[config.mk]
export PLATFORM = sky130hd
export DESIGN_NAME = rssb_core
export DESIGN_NICKNAME = d
export VERILOG_FILES = /design/src/rtl/rssb_pkg.sv /design/src/rtl/rssb_subtract.sv /design/src/rtl/rssb_control.sv /design/src/rtl/rssb_datapath.sv /design/src/rtl/rssb_core.sv
export SDC_FILE = /design/constraint.sdc
export NUM_CORES = 1
export LEC_CHECK = 0
export BUFFER_PORTS_ARGS = -buffer_cell sky130_fd_sc_hd__clkbuf_2
export CAP_MARGIN = 20
export CORE_MARGIN = 3
export CORE_UTILIZATION = 55
export CTS_BUF_LIST = sky130_fd_sc_hd__clkbuf_8
export DETAILED_ROUTE_END_ITERATION = 7
export PLACE_DENSITY = 0.77
export SYNTH_ARGS = -nofsm -noshare
export SYNTH_HDL_FRONTEND = slang
export SYNTH_SLANG_ARGS = --single-unit
[constraint.sdc]
create_clock -name clk -period 6.3 [get_ports clk]
set_input_delay 0.945 -clock clk [delete_from_list [all_inputs] [get_ports clk]]
set_output_delay 0.945 -clock clk [all_outputs]
set_load 0.02 [all_outputs]
[src/rtl/rssb_pkg.sv]
package rssb_pkg;

  typedef enum logic [2:0] {
    ST_FETCH_A,
    ST_FETCH_B,
    ST_READ_A,
    ST_READ_B,
    ST_EXEC,
    ST_HALT
  } coreState_t;

  typedef enum logic [1:0] {
    ADDR_PC,
    ADDR_PC_NEXT,
    ADDR_OPND_A,
    ADDR_OPND_B
  } addrSel_t;

  typedef struct packed {
    addrSel_t addrSel;
    logic     ldAddrA;
    logic     ldAddrB;
    logic     ldOpA;
    logic     commit;
  } ctrlStrobe_t;

endpackage

[src/rtl/rssb_subtract.sv]
module rssb_subtract #(
  parameter int DATA_W = 16
) (
  input  logic [DATA_W-1:0] minuend,
  input  logic [DATA_W-1:0] subtrahend,
  input  logic              borrowIn,
  output logic [DATA_W-1:0] diff,
  output logic              negative
);

  localparam int SIGN_BIT = DATA_W - 1;

  always_comb begin
    diff     = minuend - subtrahend - {{(DATA_W-1){1'b0}}, borrowIn};
    negative = diff[SIGN_BIT];
  end

endmodule

[src/rtl/rssb_control.sv]
module rssb_control
  import rssb_pkg::*;
(
  input  logic        clk,
  input  logic        rstN,
  input  logic        haltSeen,
  output ctrlStrobe_t strobe,
  output logic        halted
);

  coreState_t state, stateNext;

  always_ff @(posedge clk) begin
    if (!rstN) state <= ST_FETCH_A;
    else       state <= stateNext;
  end

  always_comb begin
    strobe    = '{addrSel: ADDR_PC, ldAddrA: 1'b0, ldAddrB: 1'b0,
                  ldOpA: 1'b0, commit: 1'b0};
    stateNext = state;
    unique case (state)
      ST_FETCH_A: begin
        strobe.addrSel = ADDR_PC;
        stateNext      = ST_FETCH_B;
      end
      ST_FETCH_B: begin
        strobe.addrSel = ADDR_PC_NEXT;
        strobe.ldAddrA = 1'b1;
        stateNext      = ST_READ_A;
      end
      ST_READ_A: begin
        strobe.addrSel = ADDR_OPND_A;
        strobe.ldAddrB = 1'b1;
        stateNext      = haltSeen ? ST_HALT : ST_READ_B;
      end
      ST_READ_B: begin
        strobe.addrSel = ADDR_OPND_B;
        strobe.ldOpA   = 1'b1;
        stateNext      = ST_EXEC;
      end
      ST_EXEC: begin
        strobe.addrSel = ADDR_OPND_A;
        strobe.commit  = 1'b1;
        stateNext      = ST_FETCH_A;
      end
      ST_HALT: begin
        stateNext = ST_HALT;
      end
      default: stateNext = ST_FETCH_A;
    endcase
  end

  assign halted = (state == ST_HALT);

  // Once stopped, the core never leaves the halt state before reset.
  p_halt_sticky_r6: assert property (@(posedge clk) disable iff (!rstN)
    halted |=> halted);

  // A stopped core makes no writes.
  p_halted_no_write_r6: assert property (@(posedge clk) disable iff (!rstN)
    halted |-> !strobe.commit);

  // Write-backs are separated by the fetch and read cycles.
  p_commit_spacing_r7: assert property (@(posedge clk) disable iff (!rstN)
    strobe.commit |=> !strobe.commit);

  // Only one kind of load happens in any cycle.
  p_one_strobe_r7: assert property (@(posedge clk) disable iff (!rstN)
    $countones({strobe.ldAddrA, strobe.ldAddrB, strobe.ldOpA, strobe.commit}) <= 1);

endmodule

[src/rtl/rssb_datapath.sv]
module rssb_datapath
  import rssb_pkg::*;
#(
  parameter int DATA_W  = 16,
  parameter int ADDR_W  = 8,
  parameter int RESET_PC = 0
) (
  input  logic              clk,
  input  logic              rstN,
  input  ctrlStrobe_t       strobe,
  input  logic [DATA_W-1:0] rdData,
  output logic [ADDR_W-1:0] memAddr,
  output logic [DATA_W-1:0] wrData,
  output logic              haltSeen,
  output logic              borrowQ
);

  localparam logic [ADDR_W-1:0] STEP_NORMAL = ADDR_W'(2);
  localparam logic [ADDR_W-1:0] STEP_SKIP   = ADDR_W'(4);
  localparam logic [ADDR_W-1:0] PC_INIT     = ADDR_W'(RESET_PC);

  logic [ADDR_W-1:0] pc;
  logic [ADDR_W-1:0] addrA;
  logic [ADDR_W-1:0] addrB;
  logic [DATA_W-1:0] opA;
  logic [DATA_W-1:0] diff;
  logic              negative;

  rssb_subtract #(.DATA_W(DATA_W)) u_sub (
    .minuend   (opA),
    .subtrahend(rdData),
    .borrowIn  (borrowQ),
    .diff      (diff),
    .negative  (negative)
  );

  always_ff @(posedge clk) begin
    if (!rstN) begin
      pc      <= PC_INIT;
      addrA   <= '0;
      addrB   <= '0;
      opA     <= '0;
      borrowQ <= 1'b0;
    end else begin
      if (strobe.ldAddrA) addrA <= rdData[ADDR_W-1:0];
      if (strobe.ldAddrB) addrB <= rdData[ADDR_W-1:0];
      if (strobe.ldOpA)   opA   <= rdData;
      if (strobe.commit) begin
        borrowQ <= negative;
        pc      <= pc + (negative ? STEP_SKIP : STEP_NORMAL);
      end
    end
  end

  always_comb begin
    unique case (strobe.addrSel)
      ADDR_PC:      memAddr = pc;
      ADDR_PC_NEXT: memAddr = pc + ADDR_W'(1);
      ADDR_OPND_A:  memAddr = addrA;
      ADDR_OPND_B:  memAddr = addrB;
      default:      memAddr = pc;
    endcase
  end

  assign wrData   = diff;
  assign haltSeen = (&addrA) && (&rdData[ADDR_W-1:0]);

  // The program counter moves by the skip distance chosen by the borrow just stored.
  p_pc_step_r5: assert property (@(posedge clk) disable iff (!rstN)
    strobe.commit |=> ((pc - $past(pc)) == (borrowQ ? STEP_SKIP : STEP_NORMAL)));

  // The program counter is held between write-backs.
  p_pc_hold_r5: assert property (@(posedge clk) disable iff (!rstN)
    !strobe.commit |=> $stable(pc));

  // The borrow changes only when an instruction completes.
  p_borrow_hold_r4: assert property (@(posedge clk) disable iff (!rstN)
    !strobe.commit |=> $stable(borrowQ));

  // The stored borrow equals the sign of the word that was written.
  p_borrow_sign_r4: assert property (@(posedge clk) disable iff (!rstN)
    strobe.commit |=> (borrowQ == $past(wrData[DATA_W-1])));

endmodule

[src/rtl/rssb_core.sv]
module rssb_core
  import rssb_pkg::*;
#(
  parameter int DATA_W   = 16,
  parameter int ADDR_W   = 8,
  parameter int RESET_PC = 0
) (
  input  logic              clk,
  input  logic              rstN,
  output logic [ADDR_W-1:0] memAddr,
  output logic              memWrEn,
  output logic [DATA_W-1:0] memWrData,
  input  logic [DATA_W-1:0] memRdData,
  output logic              borrowOut,
  output logic              halted
);

  ctrlStrobe_t strobe;
  logic        haltSeen;

  rssb_control u_ctrl (
    .clk     (clk),
    .rstN    (rstN),
    .haltSeen(haltSeen),
    .strobe  (strobe),
    .halted  (halted)
  );

  rssb_datapath #(
    .DATA_W  (DATA_W),
    .ADDR_W  (ADDR_W),
    .RESET_PC(RESET_PC)
  ) u_dp (
    .clk     (clk),
    .rstN    (rstN),
    .strobe  (strobe),
    .rdData  (memRdData),
    .memAddr (memAddr),
    .wrData  (memWrData),
    .haltSeen(haltSeen),
    .borrowQ (borrowOut)
  );

  assign memWrEn = strobe.commit;

endmodule

==> impl_metrics.toml, run 1 <==
[run_status]
status = "finished clean"

[power_and_ir_drop]
pwr-share-clk_pct = 27.4
power.density_nw_per_um2 = 237
peakVddDrop_v = 0.000161
seqPwrFrac_pct = 36.4
internal-power_w = 0.000512
switching_share_pct = 36.4
total_leakage_power_nw = 1.50
switchingPower_w = 0.000293
combinationalPowerShare_pct = 36.3

[global_route]
grt-ovfl-total = 0
grt_pass1_wl_um = 11900
antenna_found_initial = 0
grt_max_degree = 38
grt_usage_pct = 22.9
grt_pass1_vias = 2662

[placement]
post-dp-hpwl_um = 5180
place.gp.congestion = 0.893
placed_area_sq_um = 3270
place_ws_ns = 1.79
port_buffers = 44

[clocking]
hold_buffers = 0
clk_latency_ns = 0.30
cts_tree = "yes"
cts_root_buf = "clkbuf_8"
clk_path_buf_depth = 2
cts_max_level = 2
path_clk_slew_ns = 0.08
cts_buffers = 5
postCtsSetupBuffers = 0
cts-resized-gates = 0
cts.sinks = 43

[synthesis]
synth_top_cell_by_area = "dfxtp_1"
yosysMostFrequentCell = "inv_1"
syn_area_sq_um = 3020
synth_cell_types = 51
ys_seq_elements = 43
ys_top_cells_by_count = "53 x inv_1, 47 x nand2_1, 43 x dfxtp_1"
ys_dominant_reg_cell = "dfxtp_1"
yosys_warnings = 0
avgSynthCellArea_sq_um = 7.82
synth-edff-count = 0
synthCells = 386
netlist.area_leader.share_pct = 28.5
ys_seq_area_share_pct = 28.5
synth_area_leaders = "dfxtp_1 29%, ha_1 12%, inv_1 6.6%, nand2_1 5.8%, a21oi_1 5.5%"
syn_nets = 435
ys_async_sr_fraction_pct = 0

[worst_setup_path]
r2r_start = "u_dp.borrowQ"
start_kind = "input port"
worstPathRequired_ns = 5.35
cp_cell_sequence = "clkbuf_2, inv_1, fa_1, inv_1, ha_1, o21a_1, o21ai_0, nand2b_1, a21o_1, a221oi_1, nor3_1, nor3_1, clkbuf_2"
cp-startpoint = "memRdData[0]"
rr_endpoint = "u_dp.pc[3]"
critical-path-slowest-cell = "fa_1"
endpoint_kind = "output pin"
max_stage_delay_ns = 0.56
path_depth = 13
path_class = "in2out"
crit_end = "memWrData[13]"
r2r_setup_slack_ns = 2.92
arrival_ns = 3.56
cp_top_family = "compound AO/OA/AOI/OAI gates"
reg2reg_depth = 13
path_buf_inv = 4
crit_fanout = 5

[sta]
final.period_utilization_pct = 71.5
worstMarginPinSlew_ns = 0.853
hold_violations = 0
final.setup.worst_slack_ns = 1.79
relSlewSlack_pct = 42.8
skew_ns = 0.0136
drv_slew = 0
rsz0062_at_grt = "false"
clock.fmax_ghz = 0.222
setup_tns_ns = 0
fin_crit_ns = 4.51
setup_violations = 0

[die]
die_y_um = 80.1
std_cell_rows = 26
die-area_sq_um = 6420
core_sq_um = 5200
num_io_pins = 45
dieWidth_um = 80.1
floorplan.initialDensity_pct = 58.0

[drt]
dr.pass1.iters = 4
drtIter0Drc = 125
drt-total-wl_um = 6880
ant_nets = 0
drcViolationCount = 0
via_per_inst = 5.50
vias = 2728
wire_per_inst_um = 13.9

[final_layout]
fillers = 490
drive_above_1_share_pct = 16.4
syn2layout_area_growth_pct = 12.6
fin_nets = 474
design_area_sq_um = 3400
diodes = 0

[worst_hold_path]
hold_path.class = "reg2reg"

[run]
drv_cap = 0
-- kinds of logic after synthesis --
| logic type | synth area share (%) |
|---|---|
| fa+ha+maj | 13.3 |
| simple gates | 19.0 |
| xor+xnor | 4.93 |
| mux | 5.30 |
| buf+inv | 8.66 |
| compound gates | 20.3 |
| flops | 28.5 |
-- worst min path at each step --
| stage | end | slack [ns] | start | cells past startpoint |
|---|---|---|---|---|
| finish | u_dp.opA[9] | 0.46 | u_dp.opA[9] | 2 |
| CTS | u_dp.opA[8] | 0.46 | u_dp.opA[8] | 2 |
| global placement | u_dp.opA[12] | 0.44 | u_dp.opA[12] | 2 |
| detailed placement | u_dp.opA[4] | 0.45 | u_dp.opA[4] | 2 |
| floorplan | u_dp.opA[10] | 0.44 | u_dp.opA[10] | 2 |
| global route | u_dp.opA[2] | 0.48 | u_dp.opA[2] | 2 |
-- cell usage in the layout (no fill, tap or decap), types with 6 or more instances in the layout --
cell,instances
mux2i_1,16
o22ai_1,7
o21a_1,7
dfxtp_1,43
xnor2_1,12
nor2_1,41
clkbuf_2,44
nand2_1,47
inv_1,53
a21o_1,6
nor3_1,6
nand3_1,6
nand4_1,8
a21oi_1,33
a31oi_1,6
ha_1,29
-- metal layers --
layer,up-vias,global-route usage [%],part of all wire [%]
met3,11,3.14,3.2
li1,1392,-,-
met1,1273,28.4,46
met4,0,7.09,1.6
met2,52,40.6,50
met5,-,0,0
-- through the flow --
stage | hold WS [ns] | cells | util (%) | total power, W
floorplan | 0.436 | 386 | - | 0.000514
global placement | 0.442 | 487 | 62.9 | 0.000583
detailed placement | 0.450 | 487 | 62.9 | 0.000589
CTS | 0.462 | 495 | 65.1 | 0.000812
global route | 0.482 | 496 | 65.3 | 0.000849
finish | 0.461 | 496 | 65.3 | 0.000805
-- area by class of cell --
cell class                 instances  area, sq um  area share [%]
timing repair buffer              45          231            6.81
sequential                        43          861            25.3
multi-input combinational        275         1900            55.8
tap                               70         87.6            2.58
inverter                          55          206            6.07
clock inverter                     3         46.3            1.36
clock buffer                       5         68.8            2.02
-- power by group through the flow --
stage                     Combinational [W]  Sequential (W)  Clock, W
after global routing               0.000321        0.000294  0.000234
after detailed placement           0.000290        0.000298         0
final                              0.000292        0.000293  0.000220
after global placement             0.000285        0.000298         0
after CTS                          0.000292        0.000292  0.000227
after floorplan                    0.000219        0.000295         0
-- registers in the layout (all words and copies together), names as in the netlist --
| register | cells |
|---|---|
| u_dp.pc | 7 |
| u_dp.opA | 16 |
| u_dp.addrB | 8 |
| u_dp.borrowQ | 1 |
| u_dp.addrA | 8 |
| u_ctrl.state | 3 |
-- worst min-delay path, delay by kind of cell, from the launching register on --
| family | cells | cell delay (ns) |
|---|---|---|
| flip-flops | 1 | 0.31 |
| AND/OR/NAND/NOR | 1 | 0.05 |
| AO/OA/AOI/OAI | 1 | 0.05 |
(Power assumes the default switching activity.)
==> inputs of run 2 (changes only) <==
- clock period: 6.3 -> 4.7 ns (I/O delays scaled with it)
==> run 2 against run 1 <==
  * Sequential share of layout area barely moved
  * Wire length decreased by 5.1%
  * Highest routed layer unchanged
  * Die area unchanged
  * First-iteration DRC count up 29%
  * Power grew 35%
  * Largest power group unchanged
  * Hold slack worse by 0.0037 ns
  * Clock power up 40%
  * Register-to-register slack got worse by 1.6 ns
  * Critical endpoint is now memWrData[14]
==> impl_metrics.toml, run 2 (same netlist as run 1, synthesis figures left out) <==
[run_status]
status = "finished clean"

[final_layout]
largest_reg_flops = 16
drive_above_1_share_pct = 16.4
mostFrequentLayoutCells = "53 x inv_1, 47 x nand2_1, 44 x clkbuf_2"
layout_commonest_cell = "inv_1"
layoutNonFillerInstCount = 496
largest_registers = "u_dp.opA x16, u_dp.addrA x8, u_dp.addrB x8"
diodes = 0
fin_util_pct = 65.4
registers.top_by_ff_count = "u_dp.opA"
fin_nets = 474
syn2layout_area_growth_pct = 12.8

[global_route]
grt_usage_pct = 22.1
grt_max_degree = 38
grt_pass1_vias = 2563
antenna_found_initial = 0
grt-ovfl-total = 0
grt_pass1_wl_um = 11500

[drt]
drt-total-wl_um = 6530
wire_per_inst_um = 13.2
vias = 2696
via_per_inst = 5.44
drcViolationCount = 0
dr.pass1.iters = 4
ant_nets = 0
drtIter0Drc = 161

[die]
floorplan.initialDensity_pct = 58.0
std_cell_rows = 26
dieWidth_um = 80.1
core_sq_um = 5200
num_io_pins = 45
die-area_sq_um = 6420
die_y_um = 80.1

[sta]
final.period_utilization_pct = 85.1
clock.fmax_ghz = 0.250
setup_tns_ns = 0
drv_slew = 0
skew_ns = 0.0101
hold_violations = 0
whs_ns = 0.457
worstMarginPinSlew_ns = 0.863
setup_violations = 0
rsz0062_at_grt = "false"
relSlewSlack_pct = 42.2
fin_crit_ns = 4.00

[worst_setup_path]
r2r_setup_slack_ns = 1.30
critical-path-slowest-cell = "fa_1"
worstPathRequired_ns = 3.99
path_buf_inv = 4
reg2reg_depth = 13
path_class = "in2out"
start_kind = "input port"
rr_endpoint = "u_dp.pc[3]"
cp-startpoint = "memRdData[0]"
max_stage_delay_ns = 0.44
cp_cell_sequence = "clkbuf_2, inv_1, fa_1, inv_1, fa_1, nand2_1, a31o_2, a41oi_1, a21oi_1, a31o_2, a21oi_1, xnor2_1, clkbuf_2"
r2r_start = "u_dp.borrowQ"
arrival_ns = 3.29
endpoint_kind = "output pin"
crit_fanout = 5
cp_top_family = "compound AO/OA/AOI/OAI gates"

[run]
drv_cap = 0

[clocking]
clk_path_buf_depth = 2
hold_buffers = 0
clk_latency_ns = 0.30
path_clk_slew_ns = 0.08
cts_root_buf = "clkbuf_8"
cts_max_level = 2
postCtsSetupBuffers = 0
cts_tree = "yes"
cts-resized-gates = 0
cts.sinks = 43
cts_buffers = 5

[power_and_ir_drop]
total_leakage_power_nw = 1.51
peakVddDrop_v = 0.000199
power.density_nw_per_um2 = 319
total_power_w = 0.00109

[placement]
place.gp.congestion = 0.885
dp_cells = 488
post-dp-hpwl_um = 5030
port_buffers = 44

[worst_hold_path]
hold_end = "u_dp.opA[9]"
hold_path.class = "reg2reg"
hold-path-cell-count = 2
min_from = "u_dp.opA[9]"
==> run 2: changes by cell type in the layout (fill, tap and decap cells not counted), sizes merged <==
cell	delta
clkbuf	+1
clkinvlp	-1
==> run 2: layout make-up <==
| type | count | area [sq um] |
|---|---|---|
| Clock buffer | 6 | 82.6 |
| Clock inverter | 2 | 38.8 |
| Fill cell | 462 | 1800 |
| Inverter | 55 | 206 |
| Multi-Input combinational cell | 275 | 1900 |
| Sequential cell | 43 | 861 |
| Tap cell | 70 | 87.6 |
| Timing Repair Buffer | 45 | 231 |
==> run 2: worst max-delay path by stage <==
stage,to,cells after the start
floorplan,memWrData[13],11
CTS,memWrData[14],13
finish,memWrData[14],13
global route,memWrData[14],13
detailed placement,memWrData[14],13
global placement,memWrData[14],13
==> run 2: routing by layer <==
| layer | vias to the layer above | routed length, um | track usage, % |
|---|---|---|---|
| met1 | 1244 | 3010 | 29.0 |
| met2 | 53 | 3200 | 37.7 |
| li1 | 1392 | - | - |
| met3 | 7 | 270 | 3.81 |
| met5 | - | 0 | 0 |
| met4 | 0 | 58 | 4.90 |
==> run 2: worst register-to-register path, stage by stage (launching register included) <==
cell	delay [ns]
dfxtp_1	0.38
inv_1	0.09
fa_1	0.41
ha_1	0.35
a2111oi_4	0.41
o21ai_2	0.16
a2111oi_4	0.46
nor3_2	0.15
xnor2_1	0.16
ha_1	0.25
inv_1	0.12
nor3_1	0.07
a31oi_1	0.15
o311ai_1	0.11
==> run 2: stage by stage <==
stage	worst slack, ns	area, sq um
2_1_floorplan	0.990	3020
3_3_place_gp	0.789	3270
3_5_place_dp	0.704	3280
4_1_cts	0.687	3410
5_1_grt	0.516	3410
6_report	0.700	3410
==> run 2: report_power, final <==
| part | switching [W] | total (W) | leakage [nW] | internal, W |
|---|---|---|---|---|
| logic | 0.000241 | 0.000387 | 1.10 | 0.000146 |
| clock network | 0.000134 | 0.000308 | 0.0618 | 0.000175 |
| registers | 0.0000128 | 0.000392 | 0.349 | 0.000379 |
